### src/rtl/gpio_irq_router.sv
module gpio_irq_router #(
  parameter int PORTS = 2,
  parameter int PINS_PER_PORT = 8,
  parameter int LINES = 4,
  parameter int DW = 16,
  localparam int NPINS = PORTS * PINS_PER_PORT,
  localparam int RW = (LINES > 1) ? $clog2(LINES) : 1,
  localparam int AW = $clog2(NPINS + LINES)
) (
  input  logic             clk,
  input  logic             rst_n,
  input  logic [NPINS-1:0] gpio_i,
  input  logic             wr_en,
  input  logic [AW-1:0]    addr,
  input  logic [DW-1:0]    wdata,
  output logic [DW-1:0]    rdata,
  output logic [LINES-1:0] irq_o
);

  logic [NPINS-1:0] s1, s2, prev;
  logic [NPINS-1:0] en, pend, hit, act, clr;
  logic [3:0]       trig  [NPINS];
  logic [RW-1:0]    route [NPINS];
  logic [NPINS-1:0] lstat [LINES];

  always_ff @(posedge clk or negedge rst_n) begin
    if (!rst_n) begin
      s1   <= '0;
      s2   <= '0;
      prev <= '0;
    end else begin
      s1   <= gpio_i;
      s2   <= s1;
      prev <= s2;
    end
  end

  for (genvar i = 0; i < NPINS; i++) begin : g_pin
    logic rise, fall, edge_mode, lvl;
    logic [LINES-1:0] col;

    assign rise      = s2[i] & ~prev[i];
    assign fall      = ~s2[i] & prev[i];
    assign edge_mode = (trig[i] == 4'd1) || (trig[i] == 4'd2) || (trig[i] == 4'd3);
    assign lvl       = ((trig[i] == 4'd4) & s2[i]) | ((trig[i] == 4'd8) & ~s2[i]);
    assign hit[i]    = en[i] & (((trig[i] == 4'd1) & rise) | ((trig[i] == 4'd2) & fall) |
                                ((trig[i] == 4'd3) & (rise | fall)));
    assign act[i]    = en[i] & ((pend[i] & edge_mode) | lvl);
    assign clr[i]    = wr_en && (int'(addr) == NPINS + int'(route[i])) && wdata[i];

    always_ff @(posedge clk or negedge rst_n) begin
      if (!rst_n) begin
        trig[i]  <= '0;
        en[i]    <= 1'b0;
        route[i] <= '0;
        pend[i]  <= 1'b0;
      end else begin
        if (wr_en && int'(addr) == i) begin
          trig[i]  <= wdata[3:0];
          en[i]    <= wdata[4];
          route[i] <= wdata[8 +: RW];
        end
        if (hit[i])      pend[i] <= 1'b1;
        else if (clr[i]) pend[i] <= 1'b0;
      end
    end

    always_comb
      for (int l = 0; l < LINES; l++) col[l] = lstat[l][i];


    edge_sticky_chk: assert property (@(posedge clk) disable iff (!rst_n)
      (pend[i] && !clr[i]) |=> pend[i]);

    both_edge_chk: assert property (@(posedge clk) disable iff (!rst_n)
      (en[i] && trig[i] == 4'd3 && s2[i] != prev[i]) |=> pend[i]);

    disabled_quiet_chk: assert property (@(posedge clk) disable iff (!rst_n)
      !en[i] |-> col == '0);

    illegal_quiet_chk: assert property (@(posedge clk) disable iff (!rst_n)
      !(trig[i] inside {4'd1, 4'd2, 4'd3, 4'd4, 4'd8}) |-> col == '0);

    one_line_chk: assert property (@(posedge clk) disable iff (!rst_n)
      $onehot0(col));
  end

  for (genvar l = 0; l < LINES; l++) begin : g_line
    always_comb
      for (int i = 0; i < NPINS; i++) lstat[l][i] = act[i] & (route[i] == RW'(l));
    assign irq_o[l] = |lstat[l];
  end

  always_comb begin
    rdata = '0;
    for (int i = 0; i < NPINS; i++)
      if (int'(addr) == i) begin
        rdata[3:0]      = trig[i];
        rdata[4]        = en[i];
        rdata[8 +: RW]  = route[i];
      end
    for (int l = 0; l < LINES; l++)
      if (int'(addr) == NPINS + l) rdata[NPINS-1:0] = lstat[l];
  end


  always_ff @(posedge clk)
    if (!rst_n) reset_quiet_chk: assert (irq_o == '0);

endmodule

### config.mk
export PLATFORM = sky130hd
export DESIGN_NAME = gpio_irq_router
export DESIGN_NICKNAME = d
export VERILOG_FILES = /design/src/rtl/gpio_irq_router.sv
export SDC_FILE = /design/constraint.sdc
export NUM_CORES = 1
export LEC_CHECK = 0
export ABC_AREA = 1
export BUFFER_PORTS_ARGS = -buffer_cell sky130_fd_sc_hd__clkbuf_2
export CAP_MARGIN = 5
export CORE_MARGIN = 5
export CORE_UTILIZATION = 45
export CTS_CLUSTER_SIZE = 16
export DETAILED_ROUTE_END_ITERATION = 8
export PLACE_DENSITY = 0.64
export SLEW_MARGIN = 20
export SYNTH_ARGS = -nofsm -noshare
export SYNTH_HDL_FRONTEND = slang
export SYNTH_SLANG_ARGS = --single-unit
export TNS_END_PERCENT = 10
### constraint.sdc
create_clock -name clk -period 1.8 [get_ports clk]
set_input_delay 0.18 -clock clk [delete_from_list [all_inputs] [get_ports clk]]
set_output_delay 0.18 -clock clk [all_outputs]
set_load 0.05 [all_outputs]
==> results of run 1 <==
## worst max-delay path by stage
stage / startpoint / end
after floorplan: addr[0] / rdata[4]
after global placement: addr[1] / rdata[3]
after detailed placement: addr[1] / rdata[3]
after CTS: trig[63]$_DFFE_PN0P_ / rdata[3]
after global routing: trig[59]$_DFFE_PN0P_ / rdata[3]
final: trig[59]$_DFFE_PN0P_ / rdata[3]
## repair_timing
item | 4_1_cts | 5_1_grt
endpoints found under the hold margin | 70 | 0
resized for setup | 48 | 27
buffers inserted | 2 | 0
pin swaps | 5 | 9
endpoints found under the setup margin | 20 | 22
hold buffers | 17 | 0
## sequential cells by signal (all words and copies together), names as in the netlist
| register | cells |
|---|---|
| route | 32 |
| prev | 16 |
| en | 16 |
| s1 | 16 |
| s2 | 16 |
| pend | 16 |
| trig | 64 |
## Yosys cell counts, drive strengths merged
master,count
a311o,1
nand3,40
nor4,8
clkbuf,35
o22ai,14
a31oi,19
o41ai,1
nand2,380
nor3,20
o221ai,1
or2,9
nand4,44
o31ai,8
o2111ai,23
o21ai,181
ha,32
a2111oi,13
buf,6
dfrtp,176
inv,158
a21oi,26
nor2,105
a22o,1
xor2,1
## critical path, delay by kind of cell, from the launching register on
kind	cells	cell delay (ns)
buffers and inverters	1	0.22
DFF	1	0.41
and+or+nand+nor	12	1.35
## cells in the final DEF, fill, tap and decap left out, types with 12 or more instances in the layout
master	count
inv_2	12
clkbuf_2	38
nand3_1	34
ha_1	32
clkbuf_16	17
nand2_1	371
o22ai_1	12
nor2_1	72
inv_1	146
nor2_2	29
o2111ai_1	23
a21oi_1	25
nor3_1	12
nand4_1	44
buf_12	18
dfrtp_1	173
o21ai_0	167
dlygate4sd3_1	17
buf_4	249
a31oi_1	19
## power groups by stage
stage / clock network, uW / registers, uW / logic (uW)
floorplan: 0 / 5160 / 1780
global placement: 0 / 5160 / 3580
detailed placement: 0 / 5180 / 3660
CTS: 3780 / 5120 / 3830
global route: 3960 / 5230 / 4270
finish: 3720 / 5140 / 3880
## logic make-up (layout without fill, tap and decap cells)
kind of cell | Yosys count | after routing
AOI/OAI and AO/OA | 288 | 288
DFF | 176 | 176
xor gates and xnor gates | 1 | 1
adders and majority gates | 32 | 32
buffers and inverters | 199 | 520
and+or+nand+nor | 606 | 606
## per-stage QoR
step	hold WS [ns]	std cells	power (uW)	utilization [%]	TNS, ns
3_5_place_dp	0.221	1853	8830	57.6	-12.04
6_report	0.116	1903	12700	62.3	-11.88
5_1_grt	0.125	1903	13400	62.3	-14.89
3_3_place_gp	0.218	1853	8740	57.6	-11.42
4_1_cts	0.106	1903	12700	61.9	-11.94
2_1_floorplan	-0.116	1302	6940	-	-1.02
## per-layer routing
layer  vias to the layer above  routed length [um]  global-route usage (%)
met3                        85                2090                    4.51
met1                      4891               13700                    35.0
met2                       385               15700                    45.9
met5                         -                   0                       0
li1                       4979                   -                       -
met4                         0                1240                    10.1
## layout make-up
class | instances | area [um2] | area share, %
Clock inverter | 14 | 159 | 1.18
Multi-Input combinational cell | 927 | 4850 | 36.0
Timing Repair Buffer | 331 | 2690 | 20.0
Clock buffer | 17 | 425 | 3.16
Tap cell | 280 | 350 | 2.60
Inverter | 158 | 593 | 4.40
Sequential cell | 176 | 4410 | 32.7
==> results.md, run 1 <==
* CTS tree: yes
* Syn Inst Count at 1302
* Sequential area share after synthesis at about 45%
* Setup crit start kind: flop
* CTS Buf Count at 17
* Largest family of logic cells by synthesized area: simple AND/OR/NAND/NOR gates
* Nets at 1683
* Worst slack, placed at -0.698 ns
* Die W at between 150 and 200 um
* Clk buf depth at 2
* Max transition margin at between 50% and 60%
* Min-delay src: wdata[0]
* Fin worst setup slack at -0.789 ns
* Avg Cell Area, Syn at around 7.5 um2
* Grt ovf at 0
* Post-synthesis mux area share at 0%
* Power Internal at roughly 8300 uW
* Peak supply drop at 578 uV
* Clk root buf: clkbuf_16
* Worst Max-Slew Pin Slew at ~0.71 ns
* Peak Freq at between 300 and 400 MHz
* Clock Power Share at between 20% and 30%
* Cell area after layout at roughly 13000 um2
* Largest net degree at the start of global routing at 62
* Hold Crit Class: in2reg
* #FFs+latches synth at 176
* Synth Net Count at around 1400
* Reg2reg end: pend[3]$_DFFE_PN0P_
* # IOs at 60
* Cells on worst reg2reg path at 6
* Total GRT Usage at 27.1%
* HPWL after detailed placement at 24.8 mm
* Skew final at 0.0107 ns
* Top cell by count, worst path: nand4_1
* Synthesized cell area at 9800 um2
* Status: finished with violations
* Worst path cell trace: nand4_1 -> nand2_1 -> nor2_1 -> nand3_2 -> nand2_2 -> nand3_2 -> nand2_2 -> nand4_1 -> nor2_2 -> nand4_1 -> nand2_1 -> nand4_1 -> buf_12
* Largest area contributor in the netlist: dfrtp_1
* R2R Setup Slk at around 0.21 ns
* Failing checks: negative setup slack
* WL per Instance at about 17 um
* Critical path's slowest cell: dfrtp_1
* CTS H-tree depth at 4
* Detailed Route Iter0 Violations at 903
* Final min period at 2.59 ns
* RePlAce Congestion at around 1.0
* Placement Rows at 54
* First-pass GRT wire length at around 52 mm
* Die ar. at 24800 um2
* Vias at 10300
* Post-synth cell types at 36
* R2R Path Start: route[25]$_DFFE_PN0P_
* Compound-Gate Fraction of Synth Area at about 17%
* Area growth from synthesis to final layout at 37.5%
* Combinational power share at 30.5%
* Top cell type's share of synthesized area at 45.0%
* Adder-cell area share of the yosys netlist at between 4 and 5%
* Synth Area in XOR/XNOR at 0.0894%
* Vias in the first global route at 10000
* Starting Density at 45.3%
* Post-route ant nets at 0
* Area after DPL at roughly 12000 um2
* Crit path kind: reg2out
* Crit-path max cell delay at between 0.4 and 0.5 ns
* Final setup violation count at 20
* Sinks on Clock Net at approximately 180
* Synth Warn # at 0
* Drt pass-1 iters at 6
* Switching pwr at approximately 4400 uW
* DRC errors left at 0
* Pwr/cell area at between 900 and 1000 nW/um2
* RSZ-0062 raised after global routing: true
* Core ar. at approximately 22000 um2
* Worst-Skew Late Latency at between 0.4 and 0.5 ns
* WHS Path Cells at 4
* Crit end category: output port
* Chip Height at around 160 um
* WL final at 32.7 mm
* Vias per inst at around 5.4
* Fillers at approximately 1900
* Antenna violations before repair at 0
* Hold Crit Endpoint: pend[0]$_DFFE_PN0P_
* Synth top area cells: dfrtp_1 45%, nand2_1 14%, o21ai_0 9.1%
* Final Cycle Share at 144%
* Max_cap viols at 0
* Share of cells above drive strength 1 at a little over a quarter
* Post-synthesis simple-gate area fraction at a little over a quarter
* Flop pwr share at approximately two fifths
* WP data arrival at between 2 and 2.5 ns
* Pleak at ~0.0065 uW
* Hold Violations, Final at 0
* Slew Limit Fails at 0
* Buffers on Ports at between 50 and 60
* CP Data Required Time at 1.62 ns
* Sw Share at between 30% and 40%
* Clk slew on worst S/H paths at 0.07 ns
* CP Max Fanout at 2
* Antenna diode count at 0
No activity file was read; power rests on OpenSTA's default activity.
==> run 2: changes to the inputs <==
--- a/config.mk
+++ b/config.mk
@@ -5,7 +5,6 @@
 export SDC_FILE = /design/constraint.sdc
 export NUM_CORES = 1
 export LEC_CHECK = 0
-export ABC_AREA = 1
 export BUFFER_PORTS_ARGS = -buffer_cell sky130_fd_sc_hd__clkbuf_2
 export CAP_MARGIN = 5
 export CORE_MARGIN = 5
==> constraint.sdc (replaced) <==
create_clock -name clk -period 1.8 [get_ports clk]
set_input_delay 0.18 -clock clk [delete_from_list [all_inputs] [get_ports clk]]
set_output_delay 0.18 -clock clk [all_outputs]
set_load 0.02 [all_outputs]
==> run 2 against run 1 <==
  * The run still ends with negative setup slack left
  * Cell count is 4.8% lower
  * Non-clock buffer count is 111 higher
  * Wire length is 25% higher
  * Critical path depth is 5 lower
  * Setup slack worse by 0.22 ns
  * Combinational power is 52% higher
  * Sequential share of layout area is 3.9 points lower
  * Register-to-register slack worse by 0.06 ns
  * Largest power group is now combinational logic
  * Highest routed layer unchanged
==> results.md, run 2 <==
* CTS Buf Count at 17 (unchanged)
* Power Internal at 9920 uW (+19%)
* Clk buf depth at 2 (unchanged)
* Die ar. at 26900 um2 (+8.5%)
* Critical path's slowest cell: or3b_2
* Core ar. at 23400 um2 (+8.2%)
* Vias per inst at 5.80 (+6.7%)
* Grt ovf at 0 (unchanged)
* CP delay by family, top: simple AND/OR/NAND/NOR gates
* Post-route ant nets at 0 (unchanged)
* Status: finished with violations
* Cells on worst reg2reg path at 6 (unchanged)
* #FFs+latches synth at 176 (unchanged)
* Sequential area share after synthesis at 41.2% (-3.7 points)
* Clock Power Share at 26.8% (-2.4 points)
* Failing checks: negative setup slack
* Vias in the first global route at 10500 (+4.6%)
* Avg Cell Area, Syn at 9.92 um2 (+32%)
* Setup crit start kind: flop
* Synth Net Count at 1149 (-16%)
* Switching pwr at 5200 uW (+18%)
* RSZ-0062 raised after global routing: true
* Combinational power share at 38.9% (+8.4 points)
* Sw Share at 34.4% (-0.20 points)
* Asr flop ratio synth at 100% (unchanged)
* Leading cell types in the layout, fill and taps excluded: 362 x buf_4, 176 x dfrtp_1, 108 x mux2_2
* Vias at 10500 (+1.6%)
* CP Data Required Time at 1.62 ns (about the same)
* Pleak at 0.00707 uW (+8.7%)
* Worst Path Buf+Inv at 2 (+1)
* Crit end category: output port
* Total GRT Usage at 30.8% (+3.7 points)
* Final min period at 2.81 ns (+0.217 ns)
* HPWL after detailed placement at 30.7 mm (+23%)
* Sinks on Clock Net at 176 (unchanged)
* Top Registers: trig x64, route x32
* Largest area contributor in the netlist: dfrtp_1
* Worst path cell trace: or3b_2 -> a2111oi_2 -> buf_4 -> a2111o_1 -> a2111oi_4 -> and4bb_1 -> nand3_2 -> clkbuf_8
* Setup TNS at -13.87 ns (-1.99 ns)
* Chip Height at 164 um (+4.2%)
* Top cell type's share of synthesized area at 41.2% (-3.7 points)
* DRC errors left at 0 (unchanged)
* Placed Cells at 1757 (-5.2%)
* Critical path depth at 8 (-5)
* Detailed Route Iter0 Violations at 1075 (+19%)
* Die W at 164 um (+4.2%)
* Commonest cells post-synth: 176 x dfrtp_1, 108 x mux2_2, 80 x nand2_1
* Crit-path max cell delay at 0.52 ns (+0.11 ns)
* Hold Crit Class: in2reg
* Pwr/cell area at 991 nW/um2 (+4.7%)
* Clk slew on worst S/H paths at 0.07 ns (about the same)
* # IOs at 60 (unchanged)
* Synth Warn # at 0 (unchanged)
* Number of flops mapped to enable cells by yosys at 0 (unchanged)
* Share of cells above drive strength 1 at 45.4% (+19 points)
* Area growth from synthesis to final layout at 42.8%
* Max transition margin at 53.9% (+1.1 points)
* Final setup violation count at 20 (unchanged)
* Skew final at 0.00839 ns (-0.00228 ns)
* RePlAce Congestion at 1.06 (+1.8%)
* Largest reg by FF count: trig
* Synth top area cells: dfrtp_1 41%, mux2_2 11%, ha_1 3.7%
* Final core utilization at 65.2% (+2.9 points)
* Largest net degree at the start of global routing at 47 (-24%)
* Fin worst setup slack at -1.01 ns (-0.217 ns)
* WL final at 40.8 mm (+25%)
* Flop pwr share at 34.2% (-6.2 points)
* Syn Inst Count at 1077 (-17%)
* Synthesized cell area at 10700 um2 (+9.1%)
* Antenna violations before repair at 0 (unchanged)
* WL per Instance at 22.5 um (+31%)
* Peak supply drop at 559 uV (-3.1%)
* WP data arrival at 2.63 ns (+0.22 ns)
* Top-count cell post-synth: dfrtp_1
* Starting Density at 45.7% (+0.36 points)
* Clk root buf: clkbuf_16
* Worst-Skew Late Latency at 0.45 ns (+0.02 ns)
* Max reg flops at 64 (unchanged)
* WHS Path Cells at 3 (-1)
* Buffers on Ports at 59 (unchanged)
* CP Max Fanout at 3 (+1)
* Nets at 1551 (-7.8%)
* Fillers at 1953 (+2.4%)
* Most common cell after layout, fill and taps aside: buf_4
* Final std cells w/o fill at 1812 (-4.8%)
* Crit path kind: reg2out
* Drt pass-1 iters at 5 (-1)
* Max_cap viols at 0 (unchanged)
* Peak Freq at 356 MHz (-7.7%)
* Hold Violations, Final at 0 (unchanged)
* Worst hold slack at 0.0100 ns (-0.106 ns)
* Slew Limit Fails at 0 (unchanged)
* CTS tree: yes
* First-pass GRT wire length at 62.5 mm (+19%)
* Post-synth cell types at 88 (+140%)
* CTS H-tree depth at 4 (unchanged)
* Worst Max-Slew Pin Slew at 0.691 ns (-0.0153 ns)
* Placement Rows at 56 (+3.7%)
* Main synth FF type: dfrtp_1
* Final Cycle Share at 156% (+12 points)
run 2: cell count changes in the layout (fill, tap and decap cells not counted), moves of 22 or more:
cell / previous run / this run
xor2_1: 1 / 24
buf_4: 249 / 362
inv_1: 146 / 57
nand2_1: 371 / 79
o2111ai_1: 23 / 0
o21ai_0: 167 / 42
o211ai_1: 0 / 22
mux2_2: 0 / 108
nand4_1: 44 / 6
run 2: timing repair:
| action | CTS | global route |
|---|---|---|
| setup buffers | 4 | 1 |
| endpoints found under the hold margin | 55 | 0 |
| pin swaps | 13 | 16 |
| hold buffers | 17 | 0 |
| setup endpoints to repair | 20 | 20 |
| gates resized for setup | 51 | 82 |
run 2: cells by family after synthesis:
logic type / Yosys count / share of synthesized area, %
fa+ha+maj: 32 / 3.75
buf+inv: 116 / 4.62
mux: 123 / 13.4
xor+xnor: 28 / 2.29
compound gates: 257 / 16.9
flops: 176 / 41.2
simple gates: 345 / 17.9
run 2: worst reg2reg max path, stage by stage, from the launching register on:
cell and delay, ns:
dfrtp_1 0.41, buf_4 0.14, buf_4 0.14, or2_2 0.26, a21oi_1 0.22, nand3_1 0.11, a32o_1 0.25
run 2: cell type report:
class	count	area, um2	share of cell area [%]
inverters	57	214	1.40
repair buffers	442	3430	22.5
clock inverters	13	189	1.24
flip-flops and latches	176	4400	28.9
multi-input cells	785	6180	40.5
well taps	319	399	2.61
diodes	1	2.50	0.0164
clock buffers	19	443	2.90
run 2: power by group through the flow:
stage                     clock, uW  combinational, uW  sequential (uW)
final                          4060               5890             5180
after global routing           4280               6290             5250
after CTS                      4100               5600             5150
after detailed placement          0               5330             5220
after global placement            0               5230             5180
after floorplan                   0               2330             5290
run 2: per-layer routing:
layer | global-route usage (%) | up-vias | share of wire, %
met5 | 0 | - | 0
met4 | 11.1 | 0 | 4.0
met3 | 4.09 | 93 | 6.9
met2 | 50.4 | 433 | 47
met1 | 42.1 | 5194 | 42
li1 | - | 4785 | -
run 2: stage by stage:
| step | instance area [um2] | setup WS (ns) | power (uW) |
|---|---|---|---|
| floorplan | 10700 | -0.261 | 7620 |
| global placement | 14000 | -0.573 | 10400 |
| detailed placement | 14000 | -0.643 | 10500 |
| CTS | 15000 | -1.01 | 14800 |
| global route | 15300 | -1.08 | 15800 |
| finish | 15300 | -1.01 | 15100 |
run 2: final timing paths:
check                                      start              endpoint  slack, ns
setup / recovery            trig[54]$_DFFE_PN0P_              irq_o[2]      -1.01
hold / removal                         wdata[11]  pend[11]$_DFFE_PN0P_       0.01
setup reg to reg           route[24]$_DFFE_PN0P_   pend[3]$_DFFE_PN0P_       0.15
hold reg to reg                  s1[4]$_DFF_PN0_       s2[4]$_DFF_PN0_       0.35
max in group asynchronous                  rst_n   pend[1]$_DFFE_PN0P_       0.94
min in group asynchronous                  rst_n       s1[8]$_DFF_PN0_       0.24
==> run 3: changes to the inputs <==
--- a/config.mk
+++ b/config.mk
@@ -7,7 +7,6 @@
 export LEC_CHECK = 0
 export BUFFER_PORTS_ARGS = -buffer_cell sky130_fd_sc_hd__clkbuf_2
 export CAP_MARGIN = 5
-export CORE_MARGIN = 5
 export CORE_UTILIZATION = 45
 export CTS_CLUSTER_SIZE = 16
 export DETAILED_ROUTE_END_ITERATION = 8
==> constraint.sdc (replaced) <==
create_clock -name clk -period 1.8 [get_ports clk]
set_input_delay 0.54 -clock clk [delete_from_list [all_inputs] [get_ports clk]]
set_output_delay 0.54 -clock clk [all_outputs]
set_load 0.02 [all_outputs]
==> run 3 against run 2 <==
  * The run still ends with negative setup slack left
  * Non-clock buffer count rose by 8
  * Wire length rose by 0.81%
  * Power barely moved
  * Design area rose by 2.1%
  * Cell count rose by 0.39%
==> results.md, run 3 (same netlist as run 2, synthesis figures left out) <==
* Status: finished with violations
* Failing checks: negative setup slack
* Placed Cells at 1780 (+1.3%)
* Hold Violations, Final at 0 (unchanged)
* Largest reg by FF count: trig
* RSZ-0062 raised after global routing: true
* Vias at 10600 (+0.62%)
* Slew Limit Fails at 0 (unchanged)
* RePlAce Congestion at 1.04 (-2.0%)
* Buffers on Ports at 59 (unchanged)
* Max reg flops at 64 (unchanged)
* Fillers at 1891 (-3.2%)
* WP data arrival at 2.71 ns (+0.08 ns)
* Drt pass-1 iters at 6 (+1)
* Total GRT Usage at 34.6% (+3.8 points)
* Total power at 15100 uW (about the same)
* Worst path cell trace: nand3b_1 -> a21oi_4 -> a2111o_1 -> or4_4 -> nor4_4 -> buf_4 -> nand4_1 -> clkbuf_8
* Clock Power Share at 24.7% (-2.1 points)
* Final setup violation count at 29 (+45%)
* Most common cell after layout, fill and taps aside: buf_4
* Crit-path max cell delay at 0.44 ns (-0.08 ns)
* Peak Freq at 307 MHz (-14%)
* Final min period at 3.25 ns (+0.448 ns)
* Sinks on Clock Net at 176 (unchanged)
* Post-route ant nets at 0 (unchanged)
* R2R Path Start: route[12]$_DFFE_PN0P_
* Die ar. at 24400 um2 (-9.5%)
* Switching pwr at 5380 uW (+3.4%)
* Final Cycle Share at 181% (+25 points)
* WHS Path Cells at 1 (-2)
* Worst-Skew Late Latency at 0.44 ns (about the same)
* Flop pwr share at 34.2% (about the same)
* Power Internal at 9740 uW (-1.8%)
* Antenna diode count at 0 (-1)
* Die W at 156 um (-4.9%)
* Min-delay src: gpio_i[15]
* CTS tree: yes
* WL per Instance at 22.6 um (+0.43%)
* Peak supply drop at 690 uV (+23%)
* CP Data Required Time at 1.26 ns (-0.36 ns)
* CTS Buf Count at 17 (unchanged)
* Vias per inst at 5.81 (+0.23%)
* Combinational power share at 41.1% (+2.2 points)
* Area growth from synthesis to final layout at 45.8%
* Hold Crit Class: in2reg
* Max_cap viols at 0 (unchanged)
* First-pass GRT wire length at 62.2 mm (-0.54%)
* Grt ovf at 0 (unchanged)
* # IOs at 60 (unchanged)
* CP Max Fanout at 3 (unchanged)
* Nets at 1559 (+0.52%)
* Clk buf depth at 2 (unchanged)
* Chip Height at 156 um (-4.9%)
* Largest net degree at the start of global routing at 53 (+13%)
* Pleak at 0.00719 uW (+1.6%)
* Detailed Route Iter0 Violations at 914 (-15%)
* Share of cells above drive strength 1 at 47.8% (+2.4 points)
* Max transition margin at 60.4% (+6.5 points)
* Hold Crit Endpoint: s1[15]$_DFF_PN0_
* DRC errors left at 0 (unchanged)
* Setup crit start kind: flop
* Worst Max-Slew Pin Slew at 0.594 ns (-0.0977 ns)
* Crit end category: output port
* Placement Rows at 56 (unchanged)
* Cells on worst reg2reg path at 6 (unchanged)
* Clk slew on worst S/H paths at 0.08 ns (about the same)
* Sw Share at 35.6% (+1.2 points)
* Setup TNS at -21.13 ns (-7.27 ns)
* Vias in the first global route at 10600 (+1.5%)
* Fin worst setup slack at -1.45 ns (-0.448 ns)
* WL final at 41.1 mm (+0.81%)
* HPWL after detailed placement at 31.6 mm (+2.9%)
* Starting Density at 45.7% (unchanged)
* Reg2reg end: pend[9]$_DFFE_PN0P_
* Clk root buf: clkbuf_16
* Skew final at 0.0106 ns (+0.00221 ns)
* Antenna violations before repair at 0 (unchanged)
* Pwr/cell area at 971 nW/um2 (-2.0%)
* Crit path kind: reg2out
* Top Registers: trig x64, route x32
* Final std cells w/o fill at 1819 (+0.39%)
* CTS H-tree depth at 4 (unchanged)
* R2R Setup Slk at 0.16 ns (about the same)
* Leading cell types in the layout, fill and taps excluded: 366 x buf_4, 176 x dfrtp_1, 108 x mux2_2
* Core ar. at 23400 um2 (unchanged)
* Critical path's slowest cell: or4_4
[run 3: area by class of cell]
type / count / area [um2] / share of cell area [%]
Clock inverter: 14 / 149 / 0.956
Timing Repair Buffer: 450 / 3600 / 23.1
Clock buffer: 18 / 429 / 2.75
Inverter: 57 / 214 / 1.37
Multi-Input combinational cell: 785 / 6390 / 41.0
Sequential cell: 176 / 4400 / 28.3
Tap cell: 319 / 399 / 2.56
[run 3: stage by stage]
stage	cell area [um2]	hold slack, ns	setup WS (ns)	util, %
finish	15600	0.193	-1.45	66.6
global route	15600	0.192	-1.55	66.6
CTS	15200	0.187	-1.48	65.0
detailed placement	14300	0.335	-1.16	61.2
global placement	14300	0.332	-1.10	61.2
floorplan	10900	0.244	-0.621	-
[run 3: power by group through the flow]
stage	sequential [uW]	clock, uW	combinational, uW
floorplan	5290	0	2410
global route	5250	3930	6580
global placement	5180	0	5500
finish	5170	3730	6220
CTS	5150	3770	5840
detailed placement	5220	0	5590
[run 3: worst max-delay path by stage]
stage / from / to / slack, ns / cells after the start
2_1_floorplan: route[26]$_DFFE_PN0P_ / irq_o[3] / -0.62 / 6
3_3_place_gp: addr[2] / rdata[1] / -1.10 / 9
3_5_place_dp: addr[1] / rdata[1] / -1.16 / 8
4_1_cts: trig[7]$_DFFE_PN0P_ / irq_o[3] / -1.48 / 8
5_1_grt: trig[26]$_DFFE_PN0P_ / irq_o[2] / -1.55 / 8
6_report: trig[54]$_DFFE_PN0P_ / irq_o[3] / -1.45 / 8
[run 3: routing by layer]
layer / share of wire, % / track usage, %
met5: 0 / 0
met4: 4.5 / 15.2
met3: 6.2 / 4.50
met2: 47 / 56.9
met1: 42 / 45.6
[run 3: worst max-delay path, delay by kind of cell (launching register included)]
kind | cells | cell delay, ns
flip-flops | 1 | 0.42
AO/OA/AOI/OAI | 2 | 0.50
buffers and inverters | 2 | 0.35
AND/OR/NAND/NOR | 4 | 1.01
[run 3: repair_timing]
action / 4_1_cts / 5_1_grt
endpoints found under the hold margin: 13 / 0
hold buffers: 1 / 0
resized for setup: 68 / 89
pin swaps: 12 / 23
buffers inserted: 5 / 3
endpoints found under the setup margin: 56 / 67
